File: config.mk
export PLATFORM = sky130hd
export DESIGN_NAME = i2c_regfile_target
export DESIGN_NICKNAME = d
export VERILOG_FILES = /design/src/rtl/i2c_rf_pkg.sv /design/src/rtl/i2c_line_sync.sv /design/src/rtl/i2c_reg_bank.sv /design/src/rtl/i2c_target_fsm.sv /design/src/rtl/i2c_regfile_target.sv
export SDC_FILE = /design/constraint.sdc
export NUM_CORES = 1
export LEC_CHECK = 0
export ABC_AREA = 1
export CELL_PAD_IN_SITES_DETAIL_PLACEMENT = 1
export CELL_PAD_IN_SITES_GLOBAL_PLACEMENT = 1
export CORE_MARGIN = 10
export CORE_UTILIZATION = 30
export CTS_BUF_LIST = sky130_fd_sc_hd__clkbuf_4 sky130_fd_sc_hd__clkbuf_8
export CTS_CLUSTER_SIZE = 14
export DETAILED_ROUTE_END_ITERATION = 12
export GPL_TIMING_DRIVEN = 0
export PLACE_DENSITY = 0.56
export SETUP_SLACK_MARGIN = 0.4
export SYNTH_ARGS = -nofsm -noshare
export SYNTH_HDL_FRONTEND = slang
export SYNTH_SLANG_ARGS = --single-unit
File: constraint.sdc
create_clock -name clk -period 2.3 [get_ports clk]
set_input_delay 0.575 -clock clk [delete_from_list [all_inputs] [get_ports clk]]
set_output_delay 0.575 -clock clk [all_outputs]
set_load 0.005 [all_outputs]
File: src/rtl/i2c_rf_pkg.sv
package i2c_rf_pkg;
  typedef enum logic [3:0] {
    ST_IDLE,
    ST_CTRL,
    ST_CACK,
    ST_REG,
    ST_RACK,
    ST_WR,
    ST_WACK,
    ST_RD,
    ST_RDACK
  } tgt_state_e;
endpackage

File: src/rtl/i2c_line_sync.sv
module i2c_line_sync #(
  parameter int SYNC_STAGES = 2
) (
  input  logic clk,
  input  logic rst_n,
  input  logic scl_i,
  input  logic sda_i,
  output logic scl_s,
  output logic sda_s,
  output logic scl_rise,
  output logic scl_fall,
  output logic start_det,
  output logic stop_det
);
  logic [SYNC_STAGES-1:0] scl_pipe;
  logic [SYNC_STAGES-1:0] sda_pipe;
  logic scl_d, sda_d;

  always_ff @(posedge clk or negedge rst_n) begin
    if (!rst_n) begin
      scl_pipe <= '1;
      sda_pipe <= '1;
      scl_d    <= 1'b1;
      sda_d    <= 1'b1;
    end else begin
      scl_pipe <= {scl_pipe[SYNC_STAGES-2:0], scl_i};
      sda_pipe <= {sda_pipe[SYNC_STAGES-2:0], sda_i};
      scl_d    <= scl_pipe[SYNC_STAGES-1];
      sda_d    <= sda_pipe[SYNC_STAGES-1];
    end
  end

  assign scl_s     = scl_pipe[SYNC_STAGES-1];
  assign sda_s     = sda_pipe[SYNC_STAGES-1];
  assign scl_rise  = scl_s & ~scl_d;
  assign scl_fall  = ~scl_s & scl_d;
  // SDA edges while SCL stays high mark bus conditions
  assign start_det = scl_s & scl_d & sda_d & ~sda_s;
  assign stop_det  = scl_s & scl_d & ~sda_d & sda_s;
endmodule

File: src/rtl/i2c_reg_bank.sv
module i2c_reg_bank #(
  parameter int NUM_REGS = 22,
  parameter int DW       = 8,
  parameter int AW       = 8
) (
  input  logic          clk,
  input  logic          rst_n,
  input  logic          a_we,
  input  logic [AW-1:0] a_waddr,
  input  logic [DW-1:0] a_wdata,
  input  logic          b_we,
  input  logic [AW-1:0] b_waddr,
  input  logic [DW-1:0] b_wdata,
  input  logic [AW-1:0] a_raddr,
  output logic [DW-1:0] a_rdata,
  input  logic [AW-1:0] b_raddr,
  output logic [DW-1:0] b_rdata
);
  localparam int            IW   = $clog2(NUM_REGS);
  localparam logic [AW-1:0] LAST = AW'(NUM_REGS - 1);

  logic [NUM_REGS*DW-1:0] flat;

  for (genvar g = 0; g < NUM_REGS; g++) begin : g_reg
    localparam logic [AW-1:0] IDX = AW'(g);
    logic [DW-1:0] q;
    always_ff @(posedge clk or negedge rst_n) begin
      if (!rst_n)                       q <= '0;
      else if (a_we && a_waddr == IDX)  q <= a_wdata;
      else if (b_we && b_waddr == IDX)  q <= b_wdata;
    end
    assign flat[g*DW +: DW] = q;
  end

  always_comb begin
    a_rdata = '0;
    b_rdata = '0;
    if (a_raddr <= LAST) a_rdata = flat[a_raddr[IW-1:0]*DW +: DW];
    if (b_raddr <= LAST) b_rdata = flat[b_raddr[IW-1:0]*DW +: DW];
  end
endmodule

File: src/rtl/i2c_target_fsm.sv
module i2c_target_fsm
  import i2c_rf_pkg::*;
#(
  parameter logic [6:0] DEV_ADDR = 7'h20,
  parameter int         NUM_REGS = 22
) (
  input  logic       clk,
  input  logic       rst_n,
  input  logic       sda_s,
  input  logic       scl_rise,
  input  logic       scl_fall,
  input  logic       start_det,
  input  logic       stop_det,
  input  logic       seq_mode,
  input  logic [7:0] rd_data,
  output logic       sda_oe,
  output logic [7:0] ptr,
  output logic       wr_stb,
  output logic [7:0] wr_addr,
  output logic [7:0] wr_data,
  output logic [7:0] rx_byte,
  output tgt_state_e state
);
  localparam logic [7:0] LAST = 8'(NUM_REGS - 1);

  tgt_state_e st;
  logic [3:0] cnt;
  logic [7:0] rx, tx;
  logic       rw, mack;

  function automatic logic [7:0] step(input logic [7:0] p, input logic seq);
    if (!seq)          return p;
    else if (p >= LAST) return 8'h00;
    else               return p + 8'd1;
  endfunction

  always_ff @(posedge clk or negedge rst_n) begin
    if (!rst_n) begin
      st      <= ST_IDLE;
      cnt     <= '0;
      rx      <= '0;
      tx      <= '0;
      rw      <= 1'b0;
      mack    <= 1'b0;
      ptr     <= '0;
      wr_stb  <= 1'b0;
      wr_addr <= '0;
      wr_data <= '0;
    end else begin
      wr_stb <= 1'b0;
      if (stop_det) begin
        st  <= ST_IDLE;
        cnt <= '0;
      end else if (start_det) begin
        st  <= ST_CTRL;
        cnt <= '0;
      end else if (scl_rise) begin
        case (st)
          ST_CTRL, ST_REG, ST_WR: begin
            rx  <= {rx[6:0], sda_s};
            cnt <= cnt + 4'd1;
          end
          ST_RD:    cnt  <= cnt + 4'd1;
          ST_RDACK: mack <= ~sda_s;
          default: ;
        endcase
      end else if (scl_fall) begin
        case (st)
          ST_CTRL: if (cnt == 4'd8) begin
            cnt <= '0;
            if (rx[7:1] == DEV_ADDR) begin
              st <= ST_CACK;
              rw <= rx[0];
            end else begin
              st <= ST_IDLE;
            end
          end
          ST_CACK: begin
            if (rw) begin
              st <= ST_RD;
              tx <= rd_data;
            end else begin
              st <= ST_REG;
            end
          end
          ST_REG: if (cnt == 4'd8) begin
            cnt <= '0;
            ptr <= rx;
            st  <= ST_RACK;
          end
          ST_RACK: st <= ST_WR;
          ST_WR: if (cnt == 4'd8) begin
            cnt     <= '0;
            wr_stb  <= 1'b1;
            wr_addr <= ptr;
            wr_data <= rx;
            ptr     <= step(ptr, seq_mode);
            st      <= ST_WACK;
          end
          ST_WACK: st <= ST_WR;
          ST_RD: begin
            if (cnt == 4'd8) begin
              cnt <= '0;
              ptr <= step(ptr, seq_mode);
              st  <= ST_RDACK;
            end else begin
              tx <= {tx[6:0], 1'b0};
            end
          end
          ST_RDACK: begin
            if (mack) begin
              st <= ST_RD;
              tx <= rd_data;
            end else begin
              st <= ST_IDLE;
            end
          end
          default: ;
        endcase
      end
    end
  end

  always_comb begin
    case (st)
      ST_CACK, ST_RACK, ST_WACK: sda_oe = 1'b1;
      ST_RD:                     sda_oe = ~tx[7];
      default:                   sda_oe = 1'b0;
    endcase
  end

  assign rx_byte = rx;
  assign state   = st;
endmodule

File: src/rtl/i2c_regfile_target.sv
module i2c_regfile_target
  import i2c_rf_pkg::*;
#(
  parameter logic [6:0] DEV_ADDR    = 7'h20,
  parameter int         NUM_REGS    = 22,
  parameter int         SYNC_STAGES = 2
) (
  input  logic       clk,
  input  logic       rst_n,
  input  logic       scl_i,
  input  logic       sda_i,
  output logic       sda_oe,
  input  logic       seq_mode,
  input  logic       lw_valid,
  output logic       lw_ready,
  input  logic [7:0] lw_addr,
  input  logic [7:0] lw_data,
  input  logic [7:0] lr_addr,
  output logic [7:0] lr_data
);
  logic       scl_s, sda_s, scl_rise, scl_fall, start_det, stop_det;
  logic [7:0] ptr, wr_addr, wr_data, rx_byte, rd_data;
  logic       wr_stb;
  tgt_state_e st;

  i2c_line_sync #(.SYNC_STAGES(SYNC_STAGES)) u_sync (
    .clk(clk), .rst_n(rst_n), .scl_i(scl_i), .sda_i(sda_i),
    .scl_s(scl_s), .sda_s(sda_s), .scl_rise(scl_rise), .scl_fall(scl_fall),
    .start_det(start_det), .stop_det(stop_det)
  );

  i2c_target_fsm #(.DEV_ADDR(DEV_ADDR), .NUM_REGS(NUM_REGS)) u_fsm (
    .clk(clk), .rst_n(rst_n), .sda_s(sda_s), .scl_rise(scl_rise),
    .scl_fall(scl_fall), .start_det(start_det), .stop_det(stop_det),
    .seq_mode(seq_mode), .rd_data(rd_data), .sda_oe(sda_oe), .ptr(ptr),
    .wr_stb(wr_stb), .wr_addr(wr_addr), .wr_data(wr_data),
    .rx_byte(rx_byte), .state(st)
  );

  // bus-side write owns the bank in its commit cycle
  assign lw_ready = ~wr_stb;

  i2c_reg_bank #(.NUM_REGS(NUM_REGS), .DW(8), .AW(8)) u_bank (
    .clk(clk), .rst_n(rst_n),
    .a_we(wr_stb), .a_waddr(wr_addr), .a_wdata(wr_data),
    .b_we(lw_valid & lw_ready), .b_waddr(lw_addr), .b_wdata(lw_data),
    .a_raddr(ptr), .a_rdata(rd_data),
    .b_raddr(lr_addr), .b_rdata(lr_data)
  );
endmodule

==> impl_metrics.json, run 1 <==
{
  "status": "complete, but fails checks",
  "violations": "negative setup slack",
  "start_util_pct": 30.4,
  "finalSetupTns_ns": -2.89,
  "cap_viol_max_count": 0,
  "crit_top_cell": "buf_12",
  "drive_gt1_share_pct": 30.9,
  "yosysSeqAreaShare_pct": 40.1,
  "ys.flop_type": "dfrtp_1",
  "synth_compound_area_share_pct": 21.0,
  "die_h_um": 240,
  "synth_fa_ha_area_share_pct": 0.688,
  "period_share_pct": 118,
  "coreArea_um2": 47800,
  "nets": 2299,
  "final_max_slew_viol_count": 0,
  "diodes": 0,
  "cp.depth": 14,
  "cts.path.max_buffers": 3,
  "final_antenna_net_count": 0,
  "rows": 80,
  "routed_wirelength_um": 93300,
  "drc_errors": 0,
  "clk-insertion-delay-late_ns": 0.68,
  "syn_inst": 2025,
  "clkPwrFrac_pct": 44.3,
  "clk_pin_slew_worst_paths_ns": 0.05,
  "cts_tree": "done",
  "fin_worst_skew_ns": 0.0364,
  "synth_area_per_cell_um2": 7.19,
  "async_flop_share_pct": 100,
  "cp.required_ns": 1.73,
  "r2r_start": "u_fsm.wr_addr[7]",
  "fillCellCount": 5757,
  "hp-start": "sda_i",
  "critPathArrivalTime_ns": 2.14,
  "dieArea_um2": 57700,
  "worstReg2RegEnd": "u_bank.g_reg[11].q[4]",
  "internal_power_mw": 7.79,
  "syn_area_um2": 14600,
  "max_stage_delay_ns": 0.17,
  "synthSimpleGateAreaFrac_pct": 28.5,
  "htree_levels": 2,
  "area_growth_pct": 39.3,
  "dp_cells": 2680,
  "grt-ovfl-total": 0,
  "setup_ws_ns": -0.415,
  "hold-path-endpoint": "u_sync.sda_pipe[0]",
  "p_comb_share_pct": 15.1,
  "cts_sinks": 233,
  "cp_top_family": "buffers and inverters",
  "power.density_nw_per_um2": 561,
  "whs_path_depth": 1,
  "relSlewSlack_pct": 19.7,
  "io-pin-count": 40,
  "path_cells": "buf_12 -> buf_12 -> nor2_4 -> buf_12 -> buf_12 -> buf_16 -> a21oi_1 -> o211ai_1 -> o21ai_1 -> nand2_1 -> nand3_2 -> nand2_1 -> inv_1 -> buf_2",
  "setup_viol_count_final": 8,
  "vias": 17400,
  "grt_pass1_vias": 17000,
  "via_per_inst": 5.97,
  "hold_slack_ns": 0.329,
  "p_leak_nw": 9.49,
  "antenna_found_initial": 1,
  "final_cells": 2911,
  "final_util_pct": 42.4,
  "synth_xor_area_share_pct": 0.0602,
  "synth_edf_count": 0,
  "end_kind": "output port",
  "die-width_um": 240,
  "cp_max_fo": 7,
  "wl_per_cell_um": 32.0,
  "period_needed_ns": 2.72,
  "synth.net_count": 2063,
  "yosysWarnings": 0,
  "path_class": "in2out",
  "synth_mux_area_share_pct": 0,
  "synthDistinctLibCells": 50,
  "netSwitchingFraction_pct": 31.5,
  "layout_common_cells": "nand2_1 (486), dfrtp_1 (215), inv_1 (169)",
  "clockRootBuffer": "clkbuf_8",
  "fmax_mhz": 368,
  "hold_viol_final": 0,
  "hp-class": "in2reg",
  "seq_power_share_pct": 40.6,
  "worst_pin_slew_ns": 1.20,
  "rsz0062_at_grt": "true",
  "r2r_cells": 9,
  "stdcell_area_um2": 20300,
  "cts_made_buffers": 49,
  "portBuffers": 37,
  "synth_top_family_by_area": "simple AND/OR/NAND/NOR gates",
  "gp_congestion": 0.983,
  "rrSetupSlack_ns": 0.35,
  "drtIter0Drc": 1911,
  "vdd_drop_max_v": 0.000502,
  "grt_max_degree": 89,
  "track_usage_pct": 31.6,
  "crit_slowest_cell": "buf_12",
  "synth_seq_cells": 233,
  "place_area_um2": 16000,
  "first_pass_iters": 5,
  "final_common_cell": "nand2_1",
  "cp-start-kind": "primary input",
  "grt_pass1_wl_um": 130000,
  "p_sw_mw": 3.58,
  "critPathBufInv": 7,
  "hpwl_um": 63800
}
==> worst register-to-register path: cells and delay by family (launching register included) <==
family          cells  cell delay, ns
compound gates      1            0.08
buf+inv             4            0.64
flops               1            0.40
simple gates        4            0.67
==> how the worst max path moves through the flow <==
| stage | from | end | slack [ns] |
|---|---|---|---|
| after global routing | u_bank.g_reg[10].q[5] | lr_data[5] | -0.48 |
| after global placement | rst_n | u_fsm.cnt[2] | -10.66 |
| final | lr_addr[1] | lr_data[2] | -0.42 |
| after CTS | u_bank.g_reg[3].q[4] | lr_data[4] | -0.37 |
| after detailed placement | lr_addr[1] | lr_data[7] | -1.72 |
| after floorplan | lr_addr[1] | lr_data[2] | 0.32 |
==> power groups by stage <==
stage | combinational, mW | clock, mW | sequential [mW]
finish | 1.72 | 5.03 | 4.62
global route | 1.82 | 5.27 | 4.63
CTS | 1.57 | 5.08 | 4.60
detailed placement | 1.38 | 0 | 4.66
global placement | 1.35 | 0 | 4.66
floorplan | 0.759 | 0 | 4.56
==> synthesized netlist by cell type, types with 6 or more instances <==
master	number	area share [%]
a21oi_1	104	3.6
a31oi_1	9	0.39
buf_2	47	1.6
buf_4	7	0.36
clkbuf_1	54	1.4
clkinv_1	6	0.15
dfrtp_1	227	39
dfstp_2	6	1.1
ha_1	8	0.69
inv_1	202	5.2
inv_2	17	0.44
nand2_1	555	14
nand2_2	9	0.39
nand3_1	209	7.2
nand4_1	19	0.82
nor2_1	118	3.0
nor2_2	10	0.43
nor2_4	6	0.46
nor3_1	14	0.48
o211ai_1	79	4.1
o21ai_0	138	4.7
o21ai_1	13	0.45
o221ai_1	83	5.0
o22ai_1	29	1.2
==> routing by layer <==
layer / GRT usage [%] / routed length [um] / vias to the layer above
met3: 9.31 / 10800 / 245
met1: 43.2 / 38900 / 8726
li1: - / - / 7400
met4: 14.5 / 4830 / 0
met2: 44.9 / 38700 / 1012
met5: 0 / 0 / -
==> final cells by class <==
type,count,area [um2],area share (%)
multi-input cells,1450,8640,42.6
flip-flops and latches,233,5850,28.9
repair buffers,185,1770,8.74
plain buffers,116,1190,5.88
clock buffers,80,995,4.91
inverters,226,981,4.84
well taps,615,769,3.80
clock inverters,6,66.3,0.327
==> registers in the layout (all words and copies together) (netlist names), 2 cells and up <==
| signal | count |
|---|---|
| u_bank.g.q | 176 |
| u_sync.scl_pipe | 2 |
| u_fsm.wr_addr | 8 |
| u_fsm.tx | 8 |
| u_fsm.rx_byte | 8 |
| u_fsm.cnt | 4 |
| u_fsm.wr_data | 8 |
| u_fsm.state | 4 |
| u_fsm.ptr | 8 |
| u_sync.sda_pipe | 2 |
==> repair_timing <==
item,in CTS,in global routing
gates resized for setup,406,237
setup buffers,87,52
setup endpoints to repair,226,284
hold buffers,1,0
gates cloned,2,3
pin swaps,74,82
endpoints found under the hold margin,66,0
==> through the flow <==
| stage | power (mW) | setup WS (ns) |
|---|---|---|
| 3_5_place_dp | 6.05 | -1.72 |
| 4_1_cts | 11.2 | -0.369 |
| 2_1_floorplan | 5.32 | 0.321 |
| 6_report | 11.4 | -0.415 |
| 5_1_grt | 11.7 | -0.480 |
| 3_3_place_gp | 6.01 | -10.66 |
==> logic make-up (layout without fill, tap and decap cells) <==
group                      Yosys count  count (layout)
AOI/OAI and AO/OA                  481             481
xor gates and xnor gates             1               1
adders and majority gates            8               8
buffers and inverters              342             613
DFF                                233             233
and+or+nand+nor                    960             960
(Power assumes the default switching activity.)
==> inputs of run 2 (changes only) <==
--- a/config.mk
+++ b/config.mk
@@ -11,6 +11,7 @@
 export CORE_MARGIN = 10
 export CORE_UTILIZATION = 30
 export CTS_BUF_LIST = sky130_fd_sc_hd__clkbuf_4 sky130_fd_sc_hd__clkbuf_8
+export CTS_CLUSTER_DIAMETER = 40
 export CTS_CLUSTER_SIZE = 14
 export DETAILED_ROUTE_END_ITERATION = 12
 export GPL_TIMING_DRIVEN = 0
==> run 2 against run 1 <==
  * The run still ends with negative setup slack left
  * Largest power group unchanged
  * Setup slack improved by 0.0087 ns
  * Power rose by 14%
  * Critical path type is now reg2out
  * Sequential cell count is the same
  * Highest routed layer unchanged
  * First-iteration DRC count up 11%
==> impl_metrics.json, run 2 (synthesis results as in run 1) <==
{
  "status": "complete, but fails checks",
  "violations": "negative setup slack",
  "final_cells": 2937,
  "portBuffers": 37,
  "setup_ws_ns": -0.407,
  "coreArea_um2": 47800,
  "p_sw_mw": 3.87,
  "drtIter0Drc": 2121,
  "cts.path.max_buffers": 3,
  "power.density_nw_per_um2": 629,
  "clk-insertion-delay-late_ns": 0.72,
  "start_util_pct": 30.4,
  "rrSetupSlack_ns": 0.26,
  "gp_congestion": 0.983,
  "max_stage_delay_ns": 0.42,
  "worstReg2RegEnd": "u_fsm.tx[6]",
  "die-width_um": 240,
  "grt_pass1_wl_um": 130000,
  "path_class": "reg2out",
  "dieArea_um2": 57700,
  "fin_worst_skew_ns": 0.0543,
  "track_usage_pct": 31.6,
  "final_max_slew_viol_count": 0,
  "p_leak_nw": 9.53,
  "setup_viol_count_final": 9,
  "period_share_pct": 118,
  "clk_pin_slew_worst_paths_ns": 0.06,
  "crit_top_cell": "nand2_2",
  "cts_made_buffers": 61,
  "place_area_um2": 16000,
  "nets": 2307,
  "drc_errors": 0,
  "critPathArrivalTime_ns": 2.13,
  "layout_common_cells": "nand2_1 (479), dfrtp_1 (214), inv_1 (164), nand3_1 (164), buf_4 (134)",
  "cp_max_fo": 3,
  "cts_tree": "done",
  "cap_viol_max_count": 0,
  "grt_max_degree": 89,
  "r2r_start": "u_fsm.ptr[0]",
  "worst_pin_slew_ns": 1.37,
  "hp-class": "in2reg",
  "grt-ovfl-total": 0,
  "rows": 80,
  "die_h_um": 240,
  "end_kind": "output port",
  "final_common_cell": "nand2_1",
  "grt_pass1_vias": 17100,
  "antenna_found_initial": 4,
  "seq_power_share_pct": 35.8,
  "crit_end": "lr_data[5]",
  "cts_sinks": 233,
  "fmax_mhz": 369,
  "netSwitchingFraction_pct": 30.0,
  "io-pin-count": 40,
  "p_comb_share_pct": 13.4,
  "vias": 17500,
  "via_per_inst": 5.94,
  "internal_power_mw": 9.04,
  "clockRootBuffer": "clkbuf_8",
  "relSlewSlack_pct": 8.52,
  "routed_wirelength_um": 93000,
  "area_growth_pct": 41.0,
  "rsz0062_at_grt": "true",
  "period_needed_ns": 2.71,
  "htree_levels": 2,
  "top_register": "u_bank.g.q",
  "final_antenna_net_count": 0,
  "finalSetupTns_ns": -2.84,
  "vdd_drop_max_v": 0.000521,
  "hpwl_um": 63800,
  "clkPwrFrac_pct": 50.8,
  "wl_per_cell_um": 31.7,
  "r2r_cells": 12,
  "power_mw": 12.9,
  "largest_reg_flops": 176,
  "drive_gt1_share_pct": 31.6,
  "path_cells": "a21oi_2 -> o21ai_2 -> o211ai_1 -> nand3_1 -> nand2_2 -> nand2_2 -> nand2_1 -> nor2_1 -> buf_2",
  "fillCellCount": 5785,
  "stdcell_area_um2": 20500,
  "dp_cells": 2680,
  "hold_viol_final": 0,
  "cp.required_ns": 1.73,
  "cp-start-kind": "flop",
  "hp-start": "sda_i",
  "first_pass_iters": 6,
  "crit_slowest_cell": "dfrtp_1",
  "crit_start": "u_bank.g_reg[11].q[5]"
}
## run 2: changes by cell type in the layout (fill, tap and decap cells not counted), moves of 8 or more
cell / change
bufinv_16: +8
clkbuf_8: +15
clkinv_2: +13
nand2_2: +12
nand3_1: +14
nand3_2: -14
## run 2: area by class of cell
class | instances | area (um2) | share of cell area (%)
Antenna cell | 2 | 5.00 | 0.0244
Buffer | 116 | 1150 | 5.62
Clock buffer | 82 | 1080 | 5.26
Clock inverter | 32 | 407 | 1.98
Inverter | 226 | 985 | 4.80
Multi-Input combinational cell | 1450 | 8580 | 41.8
Sequential cell | 233 | 5850 | 28.5
Tap cell | 615 | 769 | 3.75
Timing Repair Buffer | 181 | 1680 | 8.19
## run 2: worst min path at each step
stage | end | depth (start not counted) | slack, ns
2_1_floorplan | u_bank.g_reg[0].q[0] | 0 | 0.28
3_3_place_gp | u_sync.scl_pipe[1] | 0 | 0.35
3_5_place_dp | u_sync.scl_pipe[1] | 0 | 0.35
4_1_cts | u_sync.sda_pipe[0] | 1 | 0.25
5_1_grt | u_sync.sda_pipe[0] | 1 | 0.27
6_report | u_sync.sda_pipe[0] | 1 | 0.29
## run 2: routing by layer
| metal | part of all wire, % | vias to the layer above | wire length, um | track usage, % |
|---|---|---|---|---|
| met5 | 0 | - | 0 | 0 |
| met4 | 5.0 | 0 | 4650 | 14.2 |
| met3 | 11 | 215 | 10600 | 9.14 |
| met2 | 42 | 991 | 38700 | 45.6 |
| met1 | 42 | 8817 | 39100 | 42.9 |
| li1 | - | 7427 | - | - |
## run 2: power groups by stage
stage	Sequential (mW)	Combinational [mW]	Clock, mW
floorplan	4.56	0.759	0
global placement	4.66	1.35	0
detailed placement	4.66	1.38	0
CTS	4.60	1.57	6.62
global route	4.63	1.84	6.83
finish	4.62	1.73	6.56
## run 2: timing repair
action	CTS	global route
hold buffers	1	0
buffers inserted	88	49
hold endpoints to repair	66	0
resized for setup	411	225
cloned	2	1
endpoints found under the setup margin	224	268
pin swaps	81	96
## run 2: stage by stage
| stage | hold slack, ns | setup slack, ns | utilization (%) |
|---|---|---|---|
| finish | 0.289 | -0.407 | 42.9 |
| global route | 0.274 | -0.484 | 42.9 |
| CTS | 0.251 | -0.391 | 40.4 |
| detailed placement | 0.349 | -1.72 | 33.4 |
| global placement | 0.345 | -10.66 | 33.3 |
| floorplan | 0.279 | 0.321 | - |
## run 2: worst max-delay path, delay by kind of cell (launching register included)
family	cells	cell delay [ns]
buffers and inverters	1	0.12
AND/OR/NAND/NOR	5	0.41
AO/OA/AOI/OAI	3	0.47
flip-flops	1	0.42
